## src/rtl/arf_pkg.sv

```systemverilog
package arf_pkg;

  typedef enum logic [1:0] {
    ROUTE_FWD  = 2'd0,
    ROUTE_ERR  = 2'd1,
    ROUTE_DROP = 2'd2
  } route_e;

  localparam logic [2:0] CPL_UNSUPPORTED = 3'b001;

  // True when any bit at or above position lim_bits is set.
  function automatic logic above_limit(input logic [63:0] addr, input int lim_bits);
    logic [63:0] hi;
    hi = addr >> lim_bits;
    return |hi;
  endfunction

  // Clears every bit at or above position lim_bits.
  function automatic logic [63:0] clamp_addr(input logic [63:0] addr, input int lim_bits);
    logic [63:0] keep;
    keep = ~(64'hFFFF_FFFF_FFFF_FFFF << lim_bits);
    return addr & keep;
  endfunction

  // Counter step with saturation and clear priority.
  function automatic logic [15:0] sat_step(input logic [15:0] cur, input logic inc,
                                           input logic clr, input logic [15:0] top);
    if (clr) return '0;
    if (inc && cur != top) return cur + 16'd1;
    return cur;
  endfunction

endpackage

```

## src/rtl/arf_classify.sv

```systemverilog
module arf_classify
  import arf_pkg::*;
#(
  parameter int ADDR_W     = 64,
  parameter int LIMIT_BITS = 36
) (
  input  logic              is_write,
  input  logic [ADDR_W-1:0] addr,
  output route_e            route
);
  logic [63:0] addr_ext;
  logic        over;

  assign addr_ext = 64'(addr);
  assign over     = above_limit(addr_ext, LIMIT_BITS);

  always_comb begin
    if (!over)        route = ROUTE_FWD;
    else if (is_write) route = ROUTE_DROP;
    else              route = ROUTE_ERR;
  end
endmodule

```

## src/rtl/arf_drop_counter.sv

```systemverilog
module arf_drop_counter
  import arf_pkg::*;
#(
  parameter int CNT_W = 16
) (
  input  logic             clk,
  input  logic             rst_n,
  input  logic             inc,
  input  logic             clr,
  output logic [CNT_W-1:0] count
);
  localparam logic [15:0] TOP = 16'((64'd1 << CNT_W) - 64'd1);

  logic [15:0] nxt;

  assign nxt = sat_step(16'(count), inc, clr, TOP);

  always_ff @(posedge clk) begin
    if (!rst_n) count <= '0;
    else        count <= CNT_W'(nxt);
  end
endmodule

```

## src/rtl/arf_out_mask.sv

```systemverilog
module arf_out_mask
  import arf_pkg::*;
#(
  parameter int ADDR_W     = 64,
  parameter int LIMIT_BITS = 36
) (
  input  logic [ADDR_W-1:0] addr_in,
  output logic [ADDR_W-1:0] addr_out
);
  assign addr_out = ADDR_W'(clamp_addr(64'(addr_in), LIMIT_BITS));
endmodule

```

## src/rtl/addr_range_filter.sv

```systemverilog
module addr_range_filter
  import arf_pkg::*;
#(
  parameter int ADDR_W     = 64,
  parameter int LIMIT_BITS = 36,
  parameter int TAG_W      = 8,
  parameter int LEN_W      = 12,
  parameter int CNT_W      = 16
) (
  input  logic              clk,
  input  logic              rst_n,
  input  logic              in_valid,
  output logic              in_ready,
  input  logic              in_is_write,
  input  logic [ADDR_W-1:0] in_addr,
  input  logic [TAG_W-1:0]  in_tag,
  input  logic [LEN_W-1:0]  in_len,
  output logic              fwd_valid,
  input  logic              fwd_ready,
  output logic              fwd_is_write,
  output logic [ADDR_W-1:0] fwd_addr,
  output logic [TAG_W-1:0]  fwd_tag,
  output logic [LEN_W-1:0]  fwd_len,
  output logic              err_valid,
  input  logic              err_ready,
  output logic [TAG_W-1:0]  err_tag,
  output logic [2:0]        err_status,
  output logic [LEN_W-1:0]  err_byte_count,
  input  logic              drop_clear,
  output logic [CNT_W-1:0]  drop_count,
  input  logic [ADDR_W-1:0] host_addr_in,
  output logic [ADDR_W-1:0] host_addr_out
);
  route_e            in_route;
  logic              accept;
  logic              load_evt;
  logic              drop_evt;
  logic              take_evt;

  logic              slot_valid;
  route_e            slot_route;
  logic              slot_wr;
  logic [ADDR_W-1:0] slot_addr;
  logic [TAG_W-1:0]  slot_tag;
  logic [LEN_W-1:0]  slot_len;

  arf_classify #(.ADDR_W(ADDR_W), .LIMIT_BITS(LIMIT_BITS)) u_cls (
    .is_write (in_is_write),
    .addr     (in_addr),
    .route    (in_route)
  );

  assign take_evt = (fwd_valid && fwd_ready) || (err_valid && err_ready);
  assign in_ready = !slot_valid || take_evt;
  assign accept   = in_valid && in_ready;
  assign load_evt = accept && (in_route != ROUTE_DROP);
  assign drop_evt = accept && (in_route == ROUTE_DROP);

  always_ff @(posedge clk) begin
    if (!rst_n) begin
      slot_valid <= 1'b0;
      slot_route <= ROUTE_FWD;
      slot_wr    <= 1'b0;
      slot_addr  <= '0;
      slot_tag   <= '0;
      slot_len   <= '0;
    end else if (load_evt) begin
      slot_valid <= 1'b1;
      slot_route <= in_route;
      slot_wr    <= in_is_write;
      slot_addr  <= in_addr;
      slot_tag   <= in_tag;
      slot_len   <= in_len;
    end else if (take_evt) begin
      slot_valid <= 1'b0;
    end
  end

  assign fwd_valid      = slot_valid && (slot_route == ROUTE_FWD);
  assign fwd_is_write   = slot_wr;
  assign fwd_addr       = slot_addr;
  assign fwd_tag        = slot_tag;
  assign fwd_len        = slot_len;

  assign err_valid      = slot_valid && (slot_route == ROUTE_ERR);
  assign err_tag        = slot_tag;
  assign err_status     = CPL_UNSUPPORTED;
  assign err_byte_count = slot_len;

  arf_drop_counter #(.CNT_W(CNT_W)) u_cnt (
    .clk   (clk),
    .rst_n (rst_n),
    .inc   (drop_evt),
    .clr   (drop_clear),
    .count (drop_count)
  );

  arf_out_mask #(.ADDR_W(ADDR_W), .LIMIT_BITS(LIMIT_BITS)) u_mask (
    .addr_in  (host_addr_in),
    .addr_out (host_addr_out)
  );
endmodule

```

## config.mk

```make
export PLATFORM = sky130hd
export DESIGN_NAME = addr_range_filter
export DESIGN_NICKNAME = d
export VERILOG_FILES = /design/src/rtl/arf_pkg.sv /design/src/rtl/arf_classify.sv /design/src/rtl/arf_drop_counter.sv /design/src/rtl/arf_out_mask.sv /design/src/rtl/addr_range_filter.sv
export SDC_FILE = /design/constraint.sdc
export NUM_CORES = 1
export LEC_CHECK = 0
export ABC_AREA = 1
export ABC_CLOCK_PERIOD_IN_PS = 2800
export BUFFER_PORTS_ARGS = -buffer_cell sky130_fd_sc_hd__buf_2
export CELL_PAD_IN_SITES_DETAIL_PLACEMENT = 1
export CELL_PAD_IN_SITES_GLOBAL_PLACEMENT = 1
export CORE_MARGIN = 10
export CORE_UTILIZATION = 30
export CTS_CLUSTER_DIAMETER = 80
export DETAILED_ROUTE_END_ITERATION = 10
export PLACE_DENSITY_LB_ADDON = 0.12
export SETUP_SLACK_MARGIN = 0.1
export SYNTH_ARGS = -nofsm -noshare
export SYNTH_HDL_FRONTEND = slang
export SYNTH_HIERARCHICAL = 1
export SYNTH_SLANG_ARGS = --single-unit
export TNS_END_PERCENT = 50
```

## constraint.sdc

```tcl
create_clock -name clk -period 2.8 [get_ports clk]
set_clock_uncertainty 0.05 [all_clocks]
set_input_delay 0.14 -clock clk [delete_from_list [all_inputs] [get_ports clk]]
set_output_delay 0.14 -clock clk [all_outputs]
set_load 0.01 [all_outputs]
```

# == Word-level counts from Yosys, hierarchy flattened ==
# Cells that the tools add are included.
# W data, S select, Z words.
# word_totals
output_inout_bits,191
word_cells,38
ff_bits,104
input_bits,155
# classes
n_addsub,1
eq_ne,4
n_reduce_logical,15
mux,11
# ops
op,n
$mux W16,4
$reduce_or A28 Y1,1
$add A16 B1 Y16 const B,1
$ne A16 B16 Y1 const B,1
$logic_and A1 B1 Y1,8
$mux W1,5
$mux W2,2
$reduce_bool A2 Y1,2
$eq A2 B1 Y1 const B,1
$eq A2 B2 Y1 const B,1
$logic_not A2 Y1,1
$logic_or A1 B1 Y1,2
$ne A2 B2 Y1 const B,1
$logic_not A1 Y1,1

# == Longest topological paths before layout ==
# depth
ltp_word,12
mapped_depth,14

# == By module ==
# Netlist, hierarchy kept.
# by_module_without_submodules
module,area_each_um2,seq_area_each_um2,cells_per_inst,instances
addr_range_filter,3839.9,1761.7,592,1
arf_drop_counter,1009.7,320.3,166,1
arf_out_mask,484.2,0.0,65,1
arf_classify,117.6,0.0,30,1

# == Least setup slack after synthesis ==
# No wires, ideal clock.
# synth_path
kind,input-to-reg
start,input port in_addr[59]
end,register u_cnt.count[4]
cell_stages,13
path_buffers,1
t_arrival_ns,1.503
setup_slack_ns,1.134
cell_sequence,nor2_1 > nand2_1 > nor2_1 > nand2_1 > nor2_2 > nor2_1 > inv_1 > nand2_1 > nor2_1 > buf_2 > nand3_1 > nor2_1 > nor2_1
# synth_via
elab_chain_len,8
word_cells_on_any_way,11
# synth_rtl
element,line_no,rtl
from (decl),addr_range_filter.sv:15,"input logic [ADDR_W-1:0] in_addr,"
$reduce_or A28 Y1 (*),arf_pkg.sv:15,return |hi;
$mux W2 (*),arf_classify.sv:18,if (!over) route = ROUTE_FWD;
via in_route[0],addr_range_filter.sv:34,route_e in_route;
$eq A2 B2 Y1 (*),addr_range_filter.sv:57,assign drop_evt = accept && (in_route == ROUTE_DROP);
$logic_and A1 B1 Y1 (*),addr_range_filter.sv:57,
via drop_evt,addr_range_filter.sv:37,logic drop_evt;
$logic_and A1 B1 Y1 (*),arf_pkg.sv:29,if (inc && cur != top) return cur + 16'd1;
$mux W16 / $mux W1 (equally long branches),arf_pkg.sv:29,
$mux W16 / $mux W1 (equally long branches),"arf_pkg.sv:30, arf_pkg.sv:29",
$mux W16 / $reduce_bool A2 Y1 (equally long branches),n/a,
to (signal assigned),arf_drop_counter.sv:20,else count <= CNT_W'(nxt);
to (decl),arf_drop_counter.sv:10,output logic [CNT_W-1:0] count
# Mark *: on every way through the listed nets, which the timed path passes. The rest lies on a longest branch. The select of a mux whose other input is x is not followed.
# A chain may end at the register's enable or synchronous reset.

# == Worst setup path in the final report ==
# layout_path
start,input port in_addr[41]
end,register slot_addr[21] (netlist: fwd_addr[21])
# layout_via
elab_chain_len,4
# layout_rtl
element,line_no,rtl
$reduce_or A28 Y1,arf_pkg.sv:15,
$mux W2,arf_classify.sv:18,
via in_route[0],addr_range_filter.sv:34,
$ne A2 B2 Y1,addr_range_filter.sv:56,assign load_evt = accept && (in_route != ROUTE_DROP);
$logic_and A1 B1 Y1,addr_range_filter.sv:56,
to (signal assigned),addr_range_filter.sv:71,slot_addr <= in_addr;
to (decl),addr_range_filter.sv:43,logic [ADDR_W-1:0] slot_addr;
# The timed path passes the listed nets, and every way through them passes these cells.

==> qor.csv <==
stage;metric;value;unit
routing;residual DRC count;0;
timing;Final period util;87.8;%
routing;post-DR vias/cell;4.06;
place;Placed Cells incl. Taps;1214;
worst_setup_path;r2r setup slk;0.82;ns
finish;layout cell share with drive strength beyond 1;24.7;%
pwr;Peak VDD IR;0.256;mV
finish;Area Overhead vs Synth;35.2;%
worst_setup_path;delay-heaviest family, CP;buffers and inverters;
cts;CTS Sinks;104;
worst_setup_path;Critical-path top delay cell;dlygate4sd3_1;
synth;top post-synthesis cells by area;dfxtp_1, nor2_1, nand2_1;
routing;total iterations of the first detailed-routing run;4;
worst_setup_path;crit path buf inv count;5;
worst_setup_path;CP required;2.98;ns
min_path;min-delay src;in_addr[38];
place;DP Worst Slack;0.721;ns
cts;clock latency on the worst-skew pair;0.34;ns
cts;Clk pin slew, worst setup/hold paths;0.07;ns
floorplanning;boundary pin count;346;
finish;fill count;2429;
timing;Hold Vio Cnt, Final;0;
cts;CTS Buf Count;9;
worst_setup_path;CP Max Fanout;29;
min_path;min-delay worst type;primary input to flip-flop;
worst_setup_path;CP peak stage delay;0.56;ns
worst_setup_path;Setup Crit Path Kind;primary input to flip-flop;
synth;area leader, netlist;dfxtp_1;
timing;min Tclk post-route;2.46;ns
routing;Vias;5357;
timing;Hold Slack;0.0196;ns
timing;max-slew violations;0;
cts;H-tree levels;3;
grt;first-pass GRT wire length;28900;um
grt;initial antenna violation count;1;
routing;post-route ant nets;0;
floorplanning;Starting Density;30.5;%
place;buffers added on ports;214;
synth;cells after synthesis;853;
grt;gr ovfl total;0;
place;GP Congestion;0.755;
pwr;Pleak;4.06;nW
worst_setup_path;critical path, cell by cell;dlygate4sd3_1 -> buf_2 -> nor2_1 -> nand2_1 -> nor2_1 -> nand2_1 -> nor2_2 -> nor2_1 -> inv_1 -> nand2_1 -> nand3_4 -> buf_12 -> nand2_1 -> nand2_1 -> nor2_1 -> dlygate4sd3_1;
cts;Longest Clk Path Bufs;2;
place;hpwl dp;13100;um
worst_setup_path;Crit. End Element;flip-flop;
timing;RSZ-0062 raised after global routing;false;
cts;CTS tree;yes;
worst_setup_path;Critical Path Source;in_addr[41];
synth;syn avg cell area;6.39;um2
grt;pin count of the biggest net entering global routing;88;
timing;Max Clock Freq;0.407;GHz
outcome;status;complete, no violations;
floorplanning;DIE WIDTH;155;um
floorplanning;Cell Rows;49;
pwr;PD cells;510;mW/mm2
flow_run;maxcap violations;0;
finish;nets;1242;
synth;top cell type's share of synthesized area;38.2;%
routing;Iter 0 DRT Violations;167;
timing;post-route setup slack;0.341;ns
floorplanning;CORE AREA;0.0179;mm2
routing;drt total wl;18000;um
floorplanning;chip height;155;um
synth;sequential area share after synthesis;38.2;%
finish;antenna diode count;0;
synth;distinct cell type count of the synthesized netlist;25;
worst_setup_path;Arr. time, crit path;2.63;ns
worst_setup_path;start of the worst register-to-register path;slot_route[0];
timing;setup TNS;0;ns
routing;WL/cell;13.6;um
synth;Cell Area, Synth;0.00545;mm2
synth;#FFs+latches synth;104;
worst_setup_path;most frequent CP cell;nand2_1;
finish;final cell count without fillers;1320;
grt;vias in the first global route;5711;
timing;Setup Viol. Count Final;0;
floorplanning;die area;0.0240;mm2
worst_setup_path;Critical Path Start Type;primary input;
synth;Yosys warnings;6;
cts;Clock Root Buffer;clkbuf_16;
grt;gr usage total;14.6;%
==> logic make-up (layout without fill, tap and decap cells) <==
family,count (synthesis),count (layout),synth area share (%)
compound gates,11,11,1.19
buf+inv,236,445,23.9
simple gates,498,499,36.2
fa+ha+maj,1,1,0.229
flops,104,104,38.2
other cells,3,31,0.207
==> final timing paths <==
kind / to / cells past startpoint
worst max-delay path: fwd_addr[21] / 16
worst min-delay path: fwd_addr[38] / 3
worst max register to register: fwd_addr[21] / 9
worst min register to register: fwd_is_write / 4
==> state kept, by name (all words and copies together), names as in the netlist <==
| signal | count |
|---|---|
| err_byte_count | 12 |
| err_tag | 8 |
| fwd_addr | 64 |
| fwd_is_write | 1 |
| slot_route | 2 |
| slot_valid | 1 |
| u_cnt/count | 16 |
==> worst min-delay path: cells and delay by family <==
family                 cells  cell delay, ns
AND/OR/NAND/NOR            2            0.13
buffers and inverters      1            0.10
==> cells in the final DEF, fill, tap and decap left out, drive strengths merged <==
cell type and n:
nor2 242, nand2 234, buf 229, inv 119, dfxtp 104, dlygate4sd3 83
conb 31, nand3 17, clkbuf 11, o21ai 5, a21oi 5, nand4 4
nor3 1, clkinv 1, bufinv 1, clkinvlp 1, and2 1, o21bai 1
ha 1
==> area by class of cell <==
| type | instances | area, um2 | area share [%] |
|---|---|---|---|
| clock buffers | 11 | 243 | 3.29 |
| clock inverters | 5 | 63.8 | 0.866 |
| inverters | 117 | 439 | 5.96 |
| multi-input cells | 542 | 2190 | 29.7 |
| flip-flops and latches | 104 | 2080 | 28.2 |
| well taps | 229 | 287 | 3.89 |
| repair buffers | 312 | 2060 | 28.0 |
==> report_power, final <==
| group | internal, W | leakage [nW] | total (W) | switching, W |
|---|---|---|---|---|
| Clock | 0.000728 | 0.147 | 0.00133 | 0.000598 |
| Sequential | 0.00159 | 0.858 | 0.00165 | 0.0000576 |
| Combinational | 0.000343 | 3.05 | 0.000786 | 0.000443 |
==> layer usage <==
layer	track usage, %	share of wire [%]	up-vias
li1	-	-	2809
met1	16.0	42	2381
met2	25.7	49	143
met3	4.55	6.9	24
met4	5.44	2.2	0
met5	0	0	-
==> per-stage QoR <==
| stage | total power [W] | cell area, um2 | util [%] |
|---|---|---|---|
| floorplan | 0.00219 | 5560 | - |
| global placement | 0.00236 | 6180 | 34.5 |
| detailed placement | 0.00237 | 6180 | 34.5 |
| CTS | 0.00383 | 7320 | 40.9 |
| global route | 0.00401 | 7370 | 41.2 |
| finish | 0.00376 | 7370 | 41.2 |
==> synthesized netlist by cell type (all sizes together) <==
| master | number |
|---|---|
| inv | 117 |
| and2 | 1 |
| dfxtp | 104 |
| a21oi | 5 |
| nand3 | 16 |
| buf | 109 |
| ha | 1 |
| conb | 3 |
| clkbuf | 10 |
| o21bai | 1 |
| o21ai | 5 |
| nor3 | 1 |
| nand2 | 234 |
| nor2 | 242 |
| nand4 | 4 |
==> repair_timing <==
action / 4_1_cts / 5_1_grt
hold buffers: 83 / 0
buffers inserted: 0 / 6
resized for setup: 0 / 0
hold endpoints to repair: 82 / 0
setup endpoints to repair: 0 / 1
No activity file was read; power rests on OpenSTA's default activity.
